<file path="src/rtl/sertx_pkg.sv">
package sertx_pkg;
  localparam int CHAR_W    = 9;
  localparam int TICKS_BIT = 16;
  localparam int TICKS_HALF = TICKS_BIT / 2;

  typedef enum logic [1:0] {
    TX_IDLE  = 2'd0,
    TX_START = 2'd1,
    TX_BITS  = 2'd2,
    TX_STOP  = 2'd3
  } tx_state_e;

  localparam logic [2:0] MODE_D8    = 3'b001;
  localparam logic [2:0] MODE_D7P   = 3'b011;
  localparam logic [2:0] MODE_D9    = 3'b100;
  localparam logic [2:0] MODE_D8W   = 3'b101;
  localparam logic [2:0] MODE_D8P   = 3'b111;
endpackage

</file>
<file path="src/rtl/sertx_fifo.sv">
module sertx_fifo #(
  parameter int WIDTH = 9,
  parameter int DEPTH = 16   // power of two
) (
  input  logic             clk,
  input  logic             rst_n,
  input  logic             clear,
  input  logic             push,
  input  logic [WIDTH-1:0] din,
  input  logic             pop,
  output logic [WIDTH-1:0] dout,
  output logic             empty,
  output logic             full,
  output logic             half
);
  localparam int AW = $clog2(DEPTH);

  logic [WIDTH-1:0] mem [DEPTH];
  logic [AW-1:0]    wp, rp;
  logic [AW:0]      cnt;
  logic             do_push, do_pop;

  assign do_push = push && !full && !clear;
  assign do_pop  = pop && !empty && !clear;

  always_ff @(posedge clk) begin
    if (do_push) mem[wp] <= din;
  end

  always_ff @(posedge clk or negedge rst_n) begin
    if (!rst_n) begin
      wp  <= '0;
      rp  <= '0;
      cnt <= '0;
    end else if (clear) begin
      wp  <= '0;
      rp  <= '0;
      cnt <= '0;
    end else begin
      if (do_push) wp <= wp + 1'b1;
      if (do_pop)  rp <= rp + 1'b1;
      case ({do_push, do_pop})
        2'b10:   cnt <= cnt + 1'b1;
        2'b01:   cnt <= cnt - 1'b1;
        default: cnt <= cnt;
      endcase
    end
  end

  assign dout  = mem[rp];
  assign empty = (cnt == '0);
  assign full  = (cnt == (AW+1)'(DEPTH));
  assign half  = (cnt <= (AW+1)'(DEPTH / 2));


  full_no_overwrite_chk: assert property (@(posedge clk) disable iff (!rst_n)
    (full && push && !pop && !clear) |=> (full && $stable(wp)));


  clear_empties_chk: assert property (@(posedge clk) disable iff (!rst_n)
    clear |=> empty);


  half_full_excl_chk: assert property (@(posedge clk) disable iff (!rst_n)
    full |-> !half);
endmodule

</file>
<file path="src/rtl/sertx_shifter.sv">
module sertx_shifter
  import sertx_pkg::*;
(
  input  logic              clk,
  input  logic              rst_n,
  input  logic              tick,
  input  logic [2:0]        mode,
  input  logic [1:0]        stop_sel,
  input  logic              parity_odd,
  input  logic              cts_en,
  input  logic              cts,
  input  logic              have_data,
  input  logic [CHAR_W-1:0] data,
  output logic              pop,
  output logic              busy,
  output logic              line
);
  localparam int CW = $clog2(4 * TICKS_HALF);
  localparam logic [CW-1:0] BIT_LAST = CW'(TICKS_BIT - 1);

  tx_state_e      state;
  logic [CW-1:0]  tcnt;
  logic [CW-1:0]  stop_last;
  logic [3:0]     idx, nb_last;
  logic [9:0]     shreg;
  logic [9:0]     payload;
  logic [3:0]     payload_last;
  logic           par7, par8;

  assign par7 = (^data[6:0]) ^ parity_odd;
  assign par8 = (^data[7:0]) ^ parity_odd;

  always_comb begin
    case (mode)
      MODE_D7P: begin payload = {2'b00, par7, data[6:0]}; payload_last = 4'd7; end
      MODE_D9,
      MODE_D8W: begin payload = {1'b0, data[8:0]};        payload_last = 4'd8; end
      MODE_D8P: begin payload = {1'b0, par8, data[7:0]};  payload_last = 4'd8; end
      default:  begin payload = {2'b00, data[7:0]};       payload_last = 4'd7; end
    endcase
  end

  assign pop  = (state == TX_IDLE) && have_data && (!cts_en || cts);
  assign busy = (state != TX_IDLE);

  always_ff @(posedge clk or negedge rst_n) begin
    if (!rst_n) begin
      state     <= TX_IDLE;
      tcnt      <= '0;
      idx       <= '0;
      nb_last   <= '0;
      shreg     <= '0;
      stop_last <= '0;
    end else begin
      case (state)
        TX_IDLE: if (pop) begin
          state     <= TX_START;
          tcnt      <= '0;
          shreg     <= payload;
          nb_last   <= payload_last;
          stop_last <= CW'((int'(stop_sel) + 1) * TICKS_HALF - 1);
        end
        TX_START: if (tick) begin
          if (tcnt == BIT_LAST) begin
            state <= TX_BITS;
            tcnt  <= '0;
            idx   <= '0;
          end else tcnt <= tcnt + 1'b1;
        end
        TX_BITS: if (tick) begin
          if (tcnt == BIT_LAST) begin
            tcnt  <= '0;
            shreg <= shreg >> 1;
            idx   <= idx + 1'b1;
            if (idx == nb_last) state <= TX_STOP;
          end else tcnt <= tcnt + 1'b1;
        end
        TX_STOP: if (tick) begin
          if (tcnt == stop_last) state <= TX_IDLE;
          else tcnt <= tcnt + 1'b1;
        end
        default: state <= TX_IDLE;
      endcase
    end
  end

  always_comb begin
    case (state)
      TX_START: line = 1'b0;
      TX_BITS:  line = shreg[0];
      default:  line = 1'b1;
    endcase
  end


  cts_hold_chk: assert property (@(posedge clk) disable iff (!rst_n)
    (cts_en && !cts && state == TX_IDLE) |=> (state == TX_IDLE));


  tick_hold_chk: assert property (@(posedge clk) disable iff (!rst_n)
    (!tick && state != TX_IDLE) |=> $stable(line));
endmodule

</file>
<file path="src/rtl/sertx_top.sv">
module sertx_top
  import sertx_pkg::*;
#(
  parameter int DEPTH = 16
) (
  input  logic              clk,
  input  logic              rst_n,
  input  logic              tick16,
  input  logic              wr_valid,
  output logic              wr_ready,
  input  logic [CHAR_W-1:0] wr_data,
  input  logic              fifo_clear,
  input  logic [2:0]        mode,
  input  logic [1:0]        stop_sel,
  input  logic              parity_odd,
  input  logic              loopback,
  input  logic              cts_enable,
  input  logic              cts,
  input  logic              rxd_in,
  output logic              txd,
  output logic              rx_out,
  output logic              st_empty,
  output logic              st_half,
  output logic              st_nonempty,
  output logic              st_full
);
  logic [CHAR_W-1:0] q_data;
  logic              q_empty, q_full, q_half;
  logic              pop, busy, serial;

  sertx_fifo #(.WIDTH(CHAR_W), .DEPTH(DEPTH)) u_fifo (
    .clk   (clk),
    .rst_n (rst_n),
    .clear (fifo_clear),
    .push  (wr_valid),
    .din   (wr_data),
    .pop   (pop),
    .dout  (q_data),
    .empty (q_empty),
    .full  (q_full),
    .half  (q_half)
  );

  sertx_shifter u_shift (
    .clk        (clk),
    .rst_n      (rst_n),
    .tick       (tick16),
    .mode       (mode),
    .stop_sel   (stop_sel),
    .parity_odd (parity_odd),
    .cts_en     (cts_enable),
    .cts        (cts),
    .have_data  (!q_empty),
    .data       (q_data),
    .pop        (pop),
    .busy       (busy),
    .line       (serial)
  );

  assign wr_ready    = !q_full;
  assign st_full     = q_full;
  assign st_half     = q_half;
  assign st_nonempty = !q_empty;
  assign st_empty    = q_empty && !busy;
  assign txd         = loopback ? 1'b1 : serial;
  assign rx_out      = loopback ? serial : rxd_in;


  empty_line_idle_chk: assert property (@(posedge clk) disable iff (!rst_n)
    st_empty |-> (serial && !st_nonempty));


  loop_holds_txd_chk: assert property (@(posedge clk) disable iff (!rst_n)
    loopback |-> txd);
endmodule

</file>
<file path="config.mk">
export PLATFORM = sky130hd
export DESIGN_NAME = sertx_top
export DESIGN_NICKNAME = d
export VERILOG_FILES = /design/src/rtl/sertx_pkg.sv /design/src/rtl/sertx_fifo.sv /design/src/rtl/sertx_shifter.sv /design/src/rtl/sertx_top.sv
export SDC_FILE = /design/constraint.sdc
export NUM_CORES = 1
export LEC_CHECK = 0
export ABC_AREA = 1
export BUFFER_PORTS_ARGS = -buffer_cell sky130_fd_sc_hd__buf_2
export CAP_MARGIN = 20
export CORE_MARGIN = 3
export CORE_UTILIZATION = 50
export CTS_BUF_LIST = sky130_fd_sc_hd__clkbuf_16
export DETAILED_ROUTE_END_ITERATION = 12
export HOLD_SLACK_MARGIN = 0.03
export PLACE_DENSITY = 0.78
export SLEW_MARGIN = 20
export SYNTH_ARGS = -nofsm -noshare
export SYNTH_HDL_FRONTEND = slang
export SYNTH_HIERARCHICAL = 1
export SYNTH_SLANG_ARGS = --single-unit
export TNS_END_PERCENT = 100
</file>
<file path="constraint.sdc">
create_clock -name clk -period 4.9 [get_ports clk]
set_clock_uncertainty 0.2 [all_clocks]
set_input_delay 0 -clock clk [delete_from_list [all_inputs] [get_ports clk]]
set_output_delay 0 -clock clk [all_outputs]
set_load 0.005 [all_outputs]
</file>
==> results.env, run 1 <==
OUTCOME='complete, no violations'
SETUP_VIOLATIONS=0
CTS_ROOT_BUF='sky130_fd_sc_hd__clkbuf_16'
SYNTH.CELL_AREA_SQ_UM=8270
MAXCLOCKFREQUENCY_GHz=0.245
DPL-INSTANCE-AREA_SQ_UM=8580
WORSTPATHREQUIRED_NS=5.01
GRT_ANTENNA_BEFORE_REPAIR=0
ROUTE.DETAILED.VIAS_PER_INST=5.45
FINAL_HOLD_VIOL_COUNT=0
FINALCOREUTILIZATION_PCT=59.1
CLOCK_POWER_SHARE_PCT=29.7
WORSTPATHARRIVAL_NS=4.20
PORTBUFFERS=30
LAYOUT.NETS=889
TIMING.HOLD.WS_NS=0.0298
LKG_PWR_nW=3.69
INITIALDRTVIOLATIONCOUNT=543
FINAL_WORST_PATH_CYCLE_SHARE_PCT=83.4
CORE_REGION_AREA_SQ_UM=16100
CRITICAL_PATH_CLASS='primary input to register'
FINISH.CELL_COUNT_WITHOUT_FILLERS=1076
CP_MAX_FO=9
TRITONCTS='built'
SYN2LAYOUT_AREA_GROWTH_PCT=14.8
PRE_CTS_WS_NS=1.89
CTS.SINK_COUNT=182
FINAL_AREA_SQ_UM=9490
LAYOUT_SETUP_WS_NS=0.815
NUMPLACEDINSTANCES=1012
IR_DROP_V=0.000308
POWER.NET_SWITCHING_mW=1.59
GLOBAL_ROUTE_WIRE_LENGTH_BEFORE_REPAIR_UM=28700
MULTI_INPUT_GATE_AREA_IN_THE_FINAL_LAYOUT_SQ_UM=2590
GLOBAL_ROUTE.OVERFLOW_TOTAL=0
NUMCTSBUFFERS=17
DRV.MAX_CAP_VIOLATION_COUNT=0
LAYOUT.FILLER_CELLS=1239
FINALWEIGHTEDCONGESTION=0.819
DRC=0
SYNTH_AREA_PER_CELL_SQ_UM=10.5
DRT_WIRELENGTH_UM=18000
SYNTH_FP_NETS=830
DIE_AREA_SQ_UM=18100
R2R_SETUP_SLK_NS=0.86
WORST_SKEW_PAIR.LATE_LATENCY_NS=0.43
SEQUENTIALPOWERSHARE_PCT=41.1
POWER.TOTAL_mW=4.54
TIMING.FINAL.MAX_SLEW_VIOLATIONS=0
YOSYS_WARNINGS=6
POST-DP-HPWL_UM=11000
COMB_POWER_SHARE_PCT=29.2
WORST_SLEW_PIN_SLEW_NS=1.18
NETLIST-CELL-TYPE-COUNT=37
DR.PASS1.ITERS=7
FINALWORSTPATHREQUIREDPERIOD_NS=4.08
SYNTH.YOSYS.SEQ_AREA_SHARE_PCT=63.8
TIMING.CRITICAL_PATH.FROM_TYPE='primary input'
MIN-DELAY-PATH-CLASS='primary input to asynchronous set/reset pin'
MAX_SLEW_MARGIN_PCT=20.9
CLK_TRANSITION_REPORTED_PATHS_NS=0.07
DIE-WIDTH_UM=135
FF_LATCH_AREA_SQ_UM=5280
POST_DRT_WL_PER_CELL_UM=16.7
DIODES=0
YS_FF_LATCH=182
CTSLONGESTPATHBUFFERS=2
P_INT_mW=2.95
DRIVE_GT1_SHARE_PCT=11.0
POWER.SWITCHING_FRACTION_PCT=35.0
VIAS_IN_THE_FIRST_GLOBAL_ROUTE=5647
ROUTE.VIAS.TOTAL=5863
GRT_USE_TOTAL_PCT=20.5
STD_CELL_ROWS=46
GRT_START_MAX_NET_PINS=84
START_UTIL_PCT=51.5
CRITICAL_PATH.ENDPOINT_TYPE='register'
DRTANTENNAVIOLNETS=0
TNS_NS=0
SYNTH_CELLS=788
CTSRESIZECOUNT=0
IOPINCOUNT=31
POWER_DENSITY_nW_PER_UM2=478
RSZ0062_AT_GRT='no'
DIE_Y_UM=135
CLOCK_TREE.HTREE_LEVEL_COUNT=4
[cell usage in the layout, fill, tap and decap left out, types with 30 or more instances in the layout]
cell type                       synthesis  layout
sky130_fd_sc_hd__nand2_1              171     171
sky130_fd_sc_hd__edfxtp_1             144     144
sky130_fd_sc_hd__dfrtp_1               38      37
sky130_fd_sc_hd__dlygate4sd3_1          0      32
sky130_fd_sc_hd__nand3_1               49      49
sky130_fd_sc_hd__nor2_1                84      84
sky130_fd_sc_hd__buf_2                 12      30
sky130_fd_sc_hd__inv_1                 59      60
sky130_fd_sc_hd__o21ai_0               64      64
sky130_fd_sc_hd__a21oi_1               31      31
[area by class of cell]
class,instances,share of cell area [%]
clock buffers,17,4.48
clock inverters,15,1.66
inverters,66,2.66
multi-input cells,512,27.3
flip-flops and latches,182,55.6
well taps,216,2.85
repair buffers,68,5.43
[per-layer routing]
metal	share of wire, %	wire [um]	track usage [%]
met5	0	0	0
met4	1.6	293	7.13
met3	7.3	1320	4.66
met2	49	8870	33.4
met1	42	7540	27.4
[power groups by stage]
| stage | clock (mW) | combinational [mW] | sequential [mW] |
|---|---|---|---|
| 2_1_floorplan | 0 | 1.01 | 1.87 |
| 3_3_place_gp | 0 | 1.23 | 1.89 |
| 3_5_place_dp | 0 | 1.26 | 1.89 |
| 4_1_cts | 1.36 | 1.32 | 1.86 |
| 5_1_grt | 1.44 | 1.51 | 1.88 |
| 6_report | 1.35 | 1.33 | 1.86 |
[synthesized netlist by cell type (all sizes together)]
master,number,area share [%]
a21oi,33,2.1
a31oi,1,0.076
buf,20,1.6
clkbuf,8,0.36
clkinv,2,0.15
dfrtp,38,12
edfxtp,144,52
fa,1,0.24
ha,17,2.6
inv,64,2.9
nand2,178,8.4
nand3,53,3.5
nand3b,2,0.18
nand4,14,1.1
nor2,87,4.2
nor3,6,0.36
o211ai,14,1.3
o21a,1,0.091
o21ai,86,5.3
o22ai,7,0.61
o31ai,3,0.27
or2,1,0.076
xnor2,2,0.21
xor2,6,0.64
[what timing repair did]
item                      in CTS  in global routing
hold endpoints to repair     213                  0
setup buffers                  0                  0
hold buffers                  32                  0
[sequential cells by signal (all words and copies together), names as in the netlist]
register and cells:
u_shift/shreg 9, u_fifo/mem 144, u_fifo/rp 4, u_shift/state 2, u_shift/stop_last 3, u_fifo/cnt 5, u_shift/tcnt 5, u_shift/idx 4
u_shift/nb_last 2, u_fifo/wp 4
[critical path, stage by stage]
cell	delay, ns
sky130_fd_sc_hd__dlygate4sd3_1	0.53
sky130_fd_sc_hd__buf_2	0.12
sky130_fd_sc_hd__nand2_1	0.07
sky130_fd_sc_hd__dlygate4sd3_1	0.59
sky130_fd_sc_hd__nand3_2	0.12
sky130_fd_sc_hd__inv_1	0.25
sky130_fd_sc_hd__nand2_2	0.16
sky130_fd_sc_hd__nor2_4	0.13
sky130_fd_sc_hd__nand2_4	0.07
sky130_fd_sc_hd__fa_1	0.41
sky130_fd_sc_hd__nand3b_1	0.20
sky130_fd_sc_hd__nand2_1	0.08
sky130_fd_sc_hd__nand2_1	0.04
sky130_fd_sc_hd__nand2_1	0.08
sky130_fd_sc_hd__inv_1	0.04
sky130_fd_sc_hd__nand2_1	0.06
sky130_fd_sc_hd__nand2_1	0.05
sky130_fd_sc_hd__nand2_1	0.06
sky130_fd_sc_hd__dlygate4sd3_1	0.54
sky130_fd_sc_hd__nand2_1	0.04
sky130_fd_sc_hd__dlygate4sd3_1	0.54
[logic make-up (layout without fill, tap and decap cells)]
family / Yosys count / after routing / share of synthesized area (%)
AND/OR/NAND/NOR: 341 / 341 / 17.7
buffers and inverters: 94 / 166 / 5.06
XOR/XNOR: 8 / 8 / 0.848
AO/OA/AOI/OAI: 145 / 145 / 9.75
flip-flops: 182 / 182 / 63.8
adder cells (fa/ha/maj): 18 / 18 / 2.82
[worst paths after layout]
check | endpoint | startpoint | cells after the start
worst max register to register | u_fifo/cnt[4] | u_shift/state[0] | 19
min in group clk | rx_out | rxd_in | 4
max in group asynchronous | u_fifo/rp[0] | rst_n | 2
worst min-delay path | u_shift/shreg[2] | rst_n | 2
worst min register to register | u_shift/stop_last[2] | u_shift/stop_last[2] | 2
worst max-delay path | u_fifo/cnt[4] | cts_enable | 21
No activity file was read; power rests on OpenSTA's default activity.
==> inputs of run 2 (changes only) <==
Settings changed: PLACE_DENSITY 0.78 to 0.8.
Clock period 4.9 ns to 3.6 ns, I/O delays scaled along.
==> run 2 against run 1 <==
Combinational power increased by 42%. Flip-flop and latch count unchanged. Routed wire length grew 1.7%. Critical endpoint unchanged. Largest cell class unchanged. Largest power group unchanged.
==> results.env, run 2 (synthesis results as in run 1) <==
CLK_TRANSITION_REPORTED_PATHS_NS=0.06  # was 0.07 ns
LAYOUT.NETS=897  # was 889
CRITICAL_PATH.ENDPOINT_TYPE='register'  # unchanged
MOST_COMMON_CELL_AFTER_LAYOUT_FILL_AND_TAPS_ASIDE='sky130_fd_sc_hd__nand2_1'  # unchanged
PORTBUFFERS=30  # unchanged
DIE-WIDTH_UM=135  # unchanged
SLOWEST_STAGE='sky130_fd_sc_hd__dlygate4sd3_1'  # unchanged
OUTCOME='complete, no violations'  # unchanged
STD_CELL_ROWS=46  # unchanged
GRT_ANTENNA_BEFORE_REPAIR=0  # unchanged
CP_MAX_FO=5  # was 9
FINAL_WORST_PATH_CYCLE_SHARE_PCT=94.8
VIAS_IN_THE_FIRST_GLOBAL_ROUTE=5820  # was 5647
DRT_WIRELENGTH_UM=18300  # was 18000 um
CRIT_CHAIN='dlygate4sd3_1 > buf_2 > nand2_1 > dlygate4sd3_1 > nand3_2 > clkinvlp_4 > nand2_2 > nor2_4 > nand2_4 > fa_1 > nand3b_1 > nand2_1 > nand2_1 > nand2_1 > inv_1 > nand2_1 > nand2_1 > nand2_1 > dlygate4sd3_1 > nand2_1'  # was dlygate4sd3_1 > buf_2 > nand2_1 > dlygate4sd3_1 > nand3_2 > inv_1 > nand2_2 > nor2_4 > nand2_4 > fa_1 > nand3b_1 > nand2_1 > nand2_1 > nand2_1 > inv_1 > nand2_1 > nand2_1 > nand2_1 > dlygate4sd3_1 > nand2_1 > dlygate4sd3_1
FINALWEIGHTEDCONGESTION=0.835  # was 0.819
GRT_USE_TOTAL_PCT=21.1  # was 20.5%
POST-DP-HPWL_UM=11500  # was 11000 um
COMB_POWER_SHARE_PCT=30.5  # was 29.2%
DRIVE_GT1_SHARE_PCT=12.3  # was 11.0%
CORE_REGION_AREA_SQ_UM=16100  # unchanged
FINALWORSTPATHREQUIREDPERIOD_NS=3.41
GRT_START_MAX_NET_PINS=84  # unchanged
MAX_FLOP_REGISTER='u_fifo/mem'  # unchanged
FINAL_HOLD_VIOL_COUNT=0  # unchanged
GR-MAX-USAGE-LAYER='met2'  # unchanged
MET1_USAGE_PCT=28.9  # was 27.4%
DIE_Y_UM=135  # unchanged
LARGEST_REGISTER_FF_COUNT=144  # unchanged
WORSTPATHREQUIRED_NS=3.72  # was 5.01 ns
DRV.MAX_CAP_VIOLATION_COUNT=0  # unchanged
LARGEST_REGISTERS='u_fifo/mem x144, u_shift/shreg x9'  # unchanged
WORST_SKEW_PAIR.LATE_LATENCY_NS=0.43  # about the same
CLOCK_POWER_SHARE_PCT=28.4  # was 29.7%
FINAL_CELL_MIX='sky130_fd_sc_hd__nand2_1 (171), sky130_fd_sc_hd__edfxtp_1 (144), sky130_fd_sc_hd__nor2_1 (83), sky130_fd_sc_hd__o21ai_0 (64), sky130_fd_sc_hd__inv_1 (59)'  # was sky130_fd_sc_hd__nand2_1 (171), sky130_fd_sc_hd__edfxtp_1 (144), sky130_fd_sc_hd__nor2_1 (84), sky130_fd_sc_hd__o21ai_0 (64), sky130_fd_sc_hd__inv_1 (60)
MOST_USED_CELL_ALONG_THE_CRITICAL_PATH='sky130_fd_sc_hd__nand2_1'  # unchanged
WORST_SLEW_PIN_SLEW_NS=1.08  # was 1.18 ns
MAXCLOCKFREQUENCY_GHz=0.293
DIE_AREA_SQ_UM=18100  # unchanged
INITIALDRTVIOLATIONCOUNT=657  # was 543
LKG_PWR_nW=3.70  # was 3.69 nW
DRC=0  # unchanged
TIMING.HOLD.WS_NS=0.0496  # was 0.0298 ns
CTS_ROOT_BUF='sky130_fd_sc_hd__clkbuf_16'  # unchanged
IR_DROP_V=0.000385  # was 0.000308 V
SETUP_VIOLATIONS=0  # unchanged
GR-USAGE-MET2_PCT=34.2  # was 33.4%
WORSTPATHARRIVAL_NS=3.53  # was 4.20 ns
CLOCK_TREE.HTREE_LEVEL_COUNT=4  # unchanged
MAX_SLEW_MARGIN_PCT=27.6  # was 20.9%
TRITONCTS='built'  # unchanged
POST_DRT_WL_PER_CELL_UM=16.9  # was 16.7 um
LAYOUT.FILLER_CELLS=1246  # was 1239
GLOBAL_ROUTE_WIRE_LENGTH_BEFORE_REPAIR_UM=30000  # was 28700 um
P_INT_mW=4.02  # was 2.95 mW
SYN2LAYOUT_AREA_GROWTH_PCT=15.2  # was 14.8%
START_UTIL_PCT=51.5  # unchanged
POWER.SWITCHING_FRACTION_PCT=35.0  # about the same
POWER.NET_SWITCHING_mW=2.16  # was 1.59 mW
NUMCTSBUFFERS=17  # unchanged
POWER_DENSITY_nW_PER_UM2=649  # was 478 nW/um^2
SEQUENTIALPOWERSHARE_PCT=41.1  # about the same
ROUTE.VIAS.TOTAL=6051  # was 5863
CRITPATHMAXSTAGEDELAY_NS=0.59  # about the same
RSZ0062_AT_GRT='no'  # unchanged
FF_LATCH_AREA_SQ_UM=5280  # about the same
DRTANTENNAVIOLNETS=0  # unchanged
DR.PASS1.ITERS=6  # was 7
TNS_NS=0  # unchanged
CTSLONGESTPATHBUFFERS=2  # unchanged
LAYOUT_SETUP_WS_NS=0.189  # was 0.815 ns
GLOBAL_ROUTE.OVERFLOW_TOTAL=0  # unchanged
PRE_CTS_WS_NS=0.694  # was 1.89 ns
TIMING.FINAL.MAX_SLEW_VIOLATIONS=0  # unchanged
MULTI_INPUT_GATE_AREA_IN_THE_FINAL_LAYOUT_SQ_UM=2580  # was 2590 sq um
IOPINCOUNT=31  # unchanged
MIN-DELAY-PATH-CLASS='primary input to asynchronous set/reset pin'  # unchanged
CRITICAL_PATH_CLASS='primary input to register'  # unchanged
GR-USAGE-MET3_PCT=4.06  # was 4.66%
CTS.SINK_COUNT=182  # unchanged
DIODES=0  # unchanged
ROUTE.DETAILED.VIAS_PER_INST=5.58  # was 5.45
TIMING.CRITICAL_PATH.FROM_TYPE='primary input'  # unchanged
run 2: area by class of cell:
class	count	area share, %
Clock inverter	15	1.34
Multi-Input combinational cell	512	27.1
Tap cell	216	2.84
Timing Repair Buffer	76	6.08
Clock buffer	17	4.47
Sequential cell	182	55.4
Inverter	66	2.79
run 2: critical path: cells and delay by family:
family                   cells  cell delay, ns
AND/OR/NAND/NOR             13            1.14
buffers and inverters        6            1.98
adder cells (fa/ha/maj)      1            0.42
run 2: final timing paths:
check	from	to	slack (ns)	cells past startpoint
max	cts_enable	u_fifo/cnt[4]	0.19	20
min in group clk	rxd_in	rx_out	0.06	4
max reg2reg	u_shift/state[0]	u_shift/shreg[8]	0.22	11
max in group asynchronous	rst_n	u_fifo/rp[1]	2.52	2
min reg2reg	u_shift/shreg[8]	u_shift/shreg[8]	0.29	2
min	rst_n	u_shift/shreg[4]	0.05	2
run 2: routing by layer:
layer | share of wire [%] | wire [um] | vias up
met5 | 0 | 0 | -
met4 | 1.5 | 267 | 0
met3 | 6.8 | 1250 | 24
met2 | 49 | 9000 | 259
met1 | 43 | 7800 | 2916
li1 | - | - | 2852
run 2: metrics by stage:
stage                     power [mW]  area (sq um)  instances  utilization, %
after floorplan                 3.93          8270        788               -
after global placement          4.26          8620       1019            53.7
after detailed placement        4.32          8620       1019            53.7
after CTS                       6.14          9480       1082            59.1
after global routing            6.56          9520       1084            59.3
final                           6.18          9520       1084            59.3
run 2: power by group through the flow:
stage          logic (mW)  clock network, mW  registers [mW]
3_3_place_gp         1.69                  0            2.57
3_5_place_dp         1.74                  0            2.58
6_report             1.89               1.75            2.54
2_1_floorplan        1.38                  0            2.55
4_1_cts              1.82               1.79            2.54
5_1_grt              2.13               1.87            2.56
run 2: what timing repair did:
action,4_1_cts,5_1_grt
setup buffers,0,2
endpoints found under the setup margin,0,3
hold buffers,31,0
resized for setup,0,12
endpoints found under the hold margin,213,0
==> inputs of run 3 (changes only) <==
Settings changed: SYNTH_HIERARCHICAL 1 to unset.
==> run 3 against run 2 <==
Global-route usage increased by 0.31 points. Combinational power is 35% lower. Sequential share of layout area shrank 0.98 points. Area after synthesis up 1.3%. Final cell count up 5.1%. Non-clock buffer count shrank 3. Flip-flop and latch count did not move. Setup slack worse by 0.052 ns. Sequential power down 2%.
==> results.env, run 3 <==
OUTCOME='complete, no violations'  # unchanged
ROUTE.VIAS.TOTAL=6182  # was 6051
FINAL_AREA_SQ_UM=9690  # was 9520 sq um
YS_FF_LATCH=182  # unchanged
POST_DRT_WL_PER_CELL_UM=16.6  # was 16.9 um
FINAL_HOLD_VIOL_COUNT=0  # unchanged
LKG_PWR_nW=3.94  # was 3.70 nW
SYNTH_SIMPLE_GATE_AREA_SHARE_PCT=20.8  # was 17.7%
LAYOUT.NETS=949  # was 897
CRITICAL_PATH_CLASS='register to register'  # was primary input to register
CLOCK_POWER_SHARE_PCT=34.5  # was 28.4%
DOMINANT_COMBINATIONAL_CELL_FAMILY_BY_AREA_AFTER_SYNTHESIS='simple AND/OR/NAND/NOR gates'  # unchanged
IOPINCOUNT=31  # unchanged
DRIVE_GT1_SHARE_PCT=11.2  # was 12.3%
MAX_FLOP_REGISTER='u_fifo.mem'  # was u_fifo/mem
FINALWEIGHTEDCONGESTION=0.896  # was 0.835
SYNTH_AREA_PER_CELL_SQ_UM=9.91  # was 10.5 sq um
CLK_TRANSITION_REPORTED_PATHS_NS=0.07  # was 0.06 ns
POST_SYNTH_MOST_FREQUENT_CELLS='sky130_fd_sc_hd__nand2_1 (249), sky130_fd_sc_hd__edfxtp_1 (144), sky130_fd_sc_hd__nor2_1 (76)'  # was sky130_fd_sc_hd__nand2_1 (171), sky130_fd_sc_hd__edfxtp_1 (144), sky130_fd_sc_hd__nor2_1 (84)
NUMPLACEDINSTANCES=1077  # was 1019
CLOCK_TREE.HTREE_LEVEL_COUNT=4  # unchanged
START_UTIL_PCT=52.0  # was 51.5%
MOST_COMMON_CELL_AFTER_LAYOUT_FILL_AND_TAPS_ASIDE='sky130_fd_sc_hd__nand2_1'  # unchanged
COMB_POWER_SHARE_PCT=21.5  # was 30.5%
LARGEST_REGISTER_FF_COUNT=144  # unchanged
POWER.SWITCHING_FRACTION_PCT=29.7  # was 35.0%
CTS_ROOT_BUF='sky130_fd_sc_hd__clkbuf_16'  # unchanged
CRITICAL_PATH.ENDPOINT_TYPE='register'  # unchanged
SEQUENTIALPOWERSHARE_PCT=44.0  # was 41.1%
DIE_Y_UM=135  # about the same
DRC=0  # unchanged
CP_MAX_FO=9  # was 5
MOST_USED_CELL_ALONG_THE_CRITICAL_PATH='sky130_fd_sc_hd__dlygate4sd3_1'  # was sky130_fd_sc_hd__nand2_1
SYN2LAYOUT_AREA_GROWTH_PCT=15.7  # was 15.2%
POST-SYNTH-TOP-COUNT-CELL='sky130_fd_sc_hd__nand2_1'  # unchanged
VIAS_IN_THE_FIRST_GLOBAL_ROUTE=5952  # was 5820
CRIT_CHAIN='inv_1 > ha_2 > inv_1 > a21oi_1 > dlygate4sd3_1 > nand2_4 > clkinv_4 > o211ai_1 > dlygate4sd3_1 > o21ai_0 > dlygate4sd3_1'  # was dlygate4sd3_1 > buf_2 > nand2_1 > dlygate4sd3_1 > nand3_2 > clkinvlp_4 > nand2_2 > nor2_4 > nand2_4 > fa_1 > nand3b_1 > nand2_1 > nand2_1 > nand2_1 > inv_1 > nand2_1 > nand2_1 > nand2_1 > dlygate4sd3_1 > nand2_1
NETLIST-CELL-TYPE-COUNT=38  # was 37
SETUP_VIOLATIONS=0  # unchanged
ROUTE.DETAILED.VIAS_PER_INST=5.43  # was 5.58
GLOBAL_ROUTE.OVERFLOW_TOTAL=0  # unchanged
PRE_CTS_WS_NS=0.806  # was 0.694 ns
CTS.SINK_COUNT=182  # unchanged
AREA_SHARE_OF_THE_LEADING_CELL_TYPE_IN_THE_SYNTHESIZED_NETLIST_PCT=51.6  # was 52.3%
GRT_ANTENNA_BEFORE_REPAIR=0  # unchanged
P_INT_mW=4.00  # was 4.02 mW
TIMING.CRITICAL_PATH.FROM_TYPE='register'  # was primary input
DRT_WIRELENGTH_UM=18900  # was 18300 um
NETLIST_TOP_CELLS_AREA='sky130_fd_sc_hd__edfxtp_1 (52%), sky130_fd_sc_hd__dfrtp_1 (11%), sky130_fd_sc_hd__nand2_1 (11%)'  # was sky130_fd_sc_hd__edfxtp_1 (52%), sky130_fd_sc_hd__dfrtp_1 (12%), sky130_fd_sc_hd__nand2_1 (7.8%)
DIE_AREA_SQ_UM=18300  # was 18100 sq um
YOSYS_WARNINGS=0  # was 6
DRTANTENNAVIOLNETS=0  # unchanged
SYNTH_TOP_CELL_BY_AREA='sky130_fd_sc_hd__edfxtp_1'  # unchanged
YOSYS-MUX-AREA-FRACTION_PCT=0  # unchanged
FINAL_WORST_PATH_CYCLE_SHARE_PCT=96.2  # was 94.8%
LARGEST_REGISTERS='u_fifo.mem x144, u_shift.shreg x9'  # was u_fifo/mem x144, u_shift/shreg x9
LAYOUT.FILLER_CELLS=1254  # was 1246
CORE_REGION_AREA_SQ_UM=16100  # about the same
WORSTPATHARRIVAL_NS=3.63  # was 3.53 ns
POWER.NET_SWITCHING_mW=1.69  # was 2.16 mW
ROUTED.TOP_LAYER='met4'  # unchanged
MIN-DELAY-PATH-CLASS='primary input to asynchronous set/reset pin'  # unchanged
DRV.MAX_CAP_VIOLATION_COUNT=0  # unchanged
IR_DROP_V=0.000366  # was 0.000385 V
SYNTH.CELL_AREA_SQ_UM=8380  # was 8270 sq um
SLOWEST_STAGE='sky130_fd_sc_hd__dlygate4sd3_1'  # unchanged
LAYOUT_SETUP_WS_NS=0.137  # was 0.189 ns
CRITPATHMAXSTAGEDELAY_NS=0.63  # was 0.59 ns
CTSLONGESTPATHBUFFERS=2  # unchanged
FINISH.CELL_COUNT_WITHOUT_FILLERS=1139  # was 1084
GLOBAL_ROUTE_WIRE_LENGTH_BEFORE_REPAIR_UM=30200  # was 30000 um
SYNTH.YOSYS.SEQ_AREA_SHARE_PCT=63.0  # was 63.8%
MAX_SLEW_MARGIN_PCT=32.9  # was 27.6%
ASYNC_FLOP_SHARE_PCT=20.9  # unchanged
TRITONCTS='built'  # unchanged
WORST_SLEW_PIN_SLEW_NS=1.00  # was 1.08 ns
DR.PASS1.ITERS=5  # was 6
MET1WIRELENGTH_UM=8040  # was 7800 um
SYNTH_COMPOUND_GATE_AREA_SHARE_PCT=7.27  # was 9.75%
GRT_USE_TOTAL_PCT=21.4  # was 21.1%
INITIALDRTVIOLATIONCOUNT=575  # was 657
SYNTH_EDF_COUNT=144  # unchanged
TNS_NS=0  # unchanged
SYNTH_FP_NETS=885  # was 830
FINAL_CELL_MIX='sky130_fd_sc_hd__nand2_1 (249), sky130_fd_sc_hd__edfxtp_1 (144), sky130_fd_sc_hd__nor2_1 (76), sky130_fd_sc_hd__inv_1 (73), sky130_fd_sc_hd__o21ai_0 (57)'  # was sky130_fd_sc_hd__nand2_1 (171), sky130_fd_sc_hd__edfxtp_1 (144), sky130_fd_sc_hd__nor2_1 (83), sky130_fd_sc_hd__o21ai_0 (64), sky130_fd_sc_hd__inv_1 (59)
WORSTPATHREQUIRED_NS=3.77  # was 3.72 ns
SYNTH_TOP_FLOP_CELL='sky130_fd_sc_hd__edfxtp_1'  # unchanged
GRT_START_MAX_NET_PINS=83  # was 84
DIE-WIDTH_UM=135  # about the same
DPL-INSTANCE-AREA_SQ_UM=8750  # was 8620 sq um
YOSYS.AREA_SHARE.XOR_XNOR_PCT=0.836  # was 0.848%
POWER_DENSITY_nW_PER_UM2=587  # was 649 nW/um^2
POST-DP-HPWL_UM=11600  # was 11500 um
WL_MET3_UM=1430  # was 1250 um
PORTBUFFERS=30  # unchanged
WORST_SKEW_PAIR.LATE_LATENCY_NS=0.43  # about the same
SYNTHADDERAREAFRAC_PCT=2.39  # was 2.82%
RSZ0062_AT_GRT='no'  # unchanged
SYNTH_CELLS=845  # was 788
STD_CELL_ROWS=46  # unchanged
DETAILROUTE.WIRELENGTH.MET2_UM=8950  # was 9000 um
TIMING.FINAL.MAX_SLEW_VIOLATIONS=0  # unchanged
NUMCTSBUFFERS=17  # unchanged
MAXCLOCKFREQUENCY_GHz=0.289  # was 0.293 GHz
FINALWORSTPATHREQUIREDPERIOD_NS=3.46  # was 3.41 ns
run 3: area by class of cell:
type	count	area, sq um	area share [%]
Multi-Input combinational cell	552	2640	27.2
Sequential cell	182	5280	54.4
Inverter	83	320	3.31
Timing Repair Buffer	73	556	5.73
Clock buffer	17	425	4.39
Antenna cell	1	2.50	0.0258
Clock inverter	15	203	2.09
Tap cell	216	270	2.79
run 3: kinds of logic after synthesis:
family	count (synthesis)
flip-flops	182
AO/OA/AOI/OAI	110
XOR/XNOR	8
buffers and inverters	111
AND/OR/NAND/NOR	418
adder cells (fa/ha/maj)	16
run 3: power by group through the flow:
stage | sequential [mW] | clock (mW) | combinational [mW]
after floorplan | 2.52 | 0 | 0.865
after global placement | 2.54 | 0 | 1.09
after detailed placement | 2.55 | 0 | 1.12
after CTS | 2.50 | 1.98 | 1.18
after global routing | 2.52 | 2.07 | 1.38
final | 2.50 | 1.96 | 1.22
run 3: metrics by stage:
step | power [mW] | utilization, % | hold WS (ns)
after global routing | 5.97 | 60.1 | 0.0911
after floorplan | 3.39 | - | -0.496
final | 5.69 | 60.1 | 0.0258
after CTS | 5.66 | 59.9 | 0.0388
after detailed placement | 3.66 | 54.3 | -0.0366
after global placement | 3.63 | 54.3 | -0.0455
run 3: final timing paths:
path	from	end	slack, ns	depth (start not counted)
hold / removal	rst_n	u_shift.tcnt[1]	0.03	2
setup reg to reg	u_shift.state[1]	u_shift.nb_last[3]	0.14	11
min in group clk	rxd_in	rx_out	0.07	4
hold reg to reg	u_shift.shreg[8]	u_shift.shreg[8]	0.28	2
setup / recovery	u_shift.state[1]	u_shift.nb_last[3]	0.14	11
max in group asynchronous	rst_n	u_fifo.rp[0]	2.57	2
run 3: critical path, delay by kind of cell, from the launching register on:
family	cells	cell delay, ns
and+or+nand+nor	1	0.12
adders and majority gates	1	0.24
DFF	1	0.40
buffers and inverters	6	2.11
AOI/OAI and AO/OA	3	0.32
run 3: metal layers:
layer  up-vias  GRT usage, %
li1       2956             -
met1      2904          28.9
met2       286          33.4
met3        36          4.75
met4         0          9.57
met5         -             0
run 3: what timing repair did:
item,4_1_cts,5_1_grt
buffers inserted,0,1
setup endpoints to repair,0,7
hold buffers,28,0
endpoints found under the hold margin,245,0
resized for setup,0,5
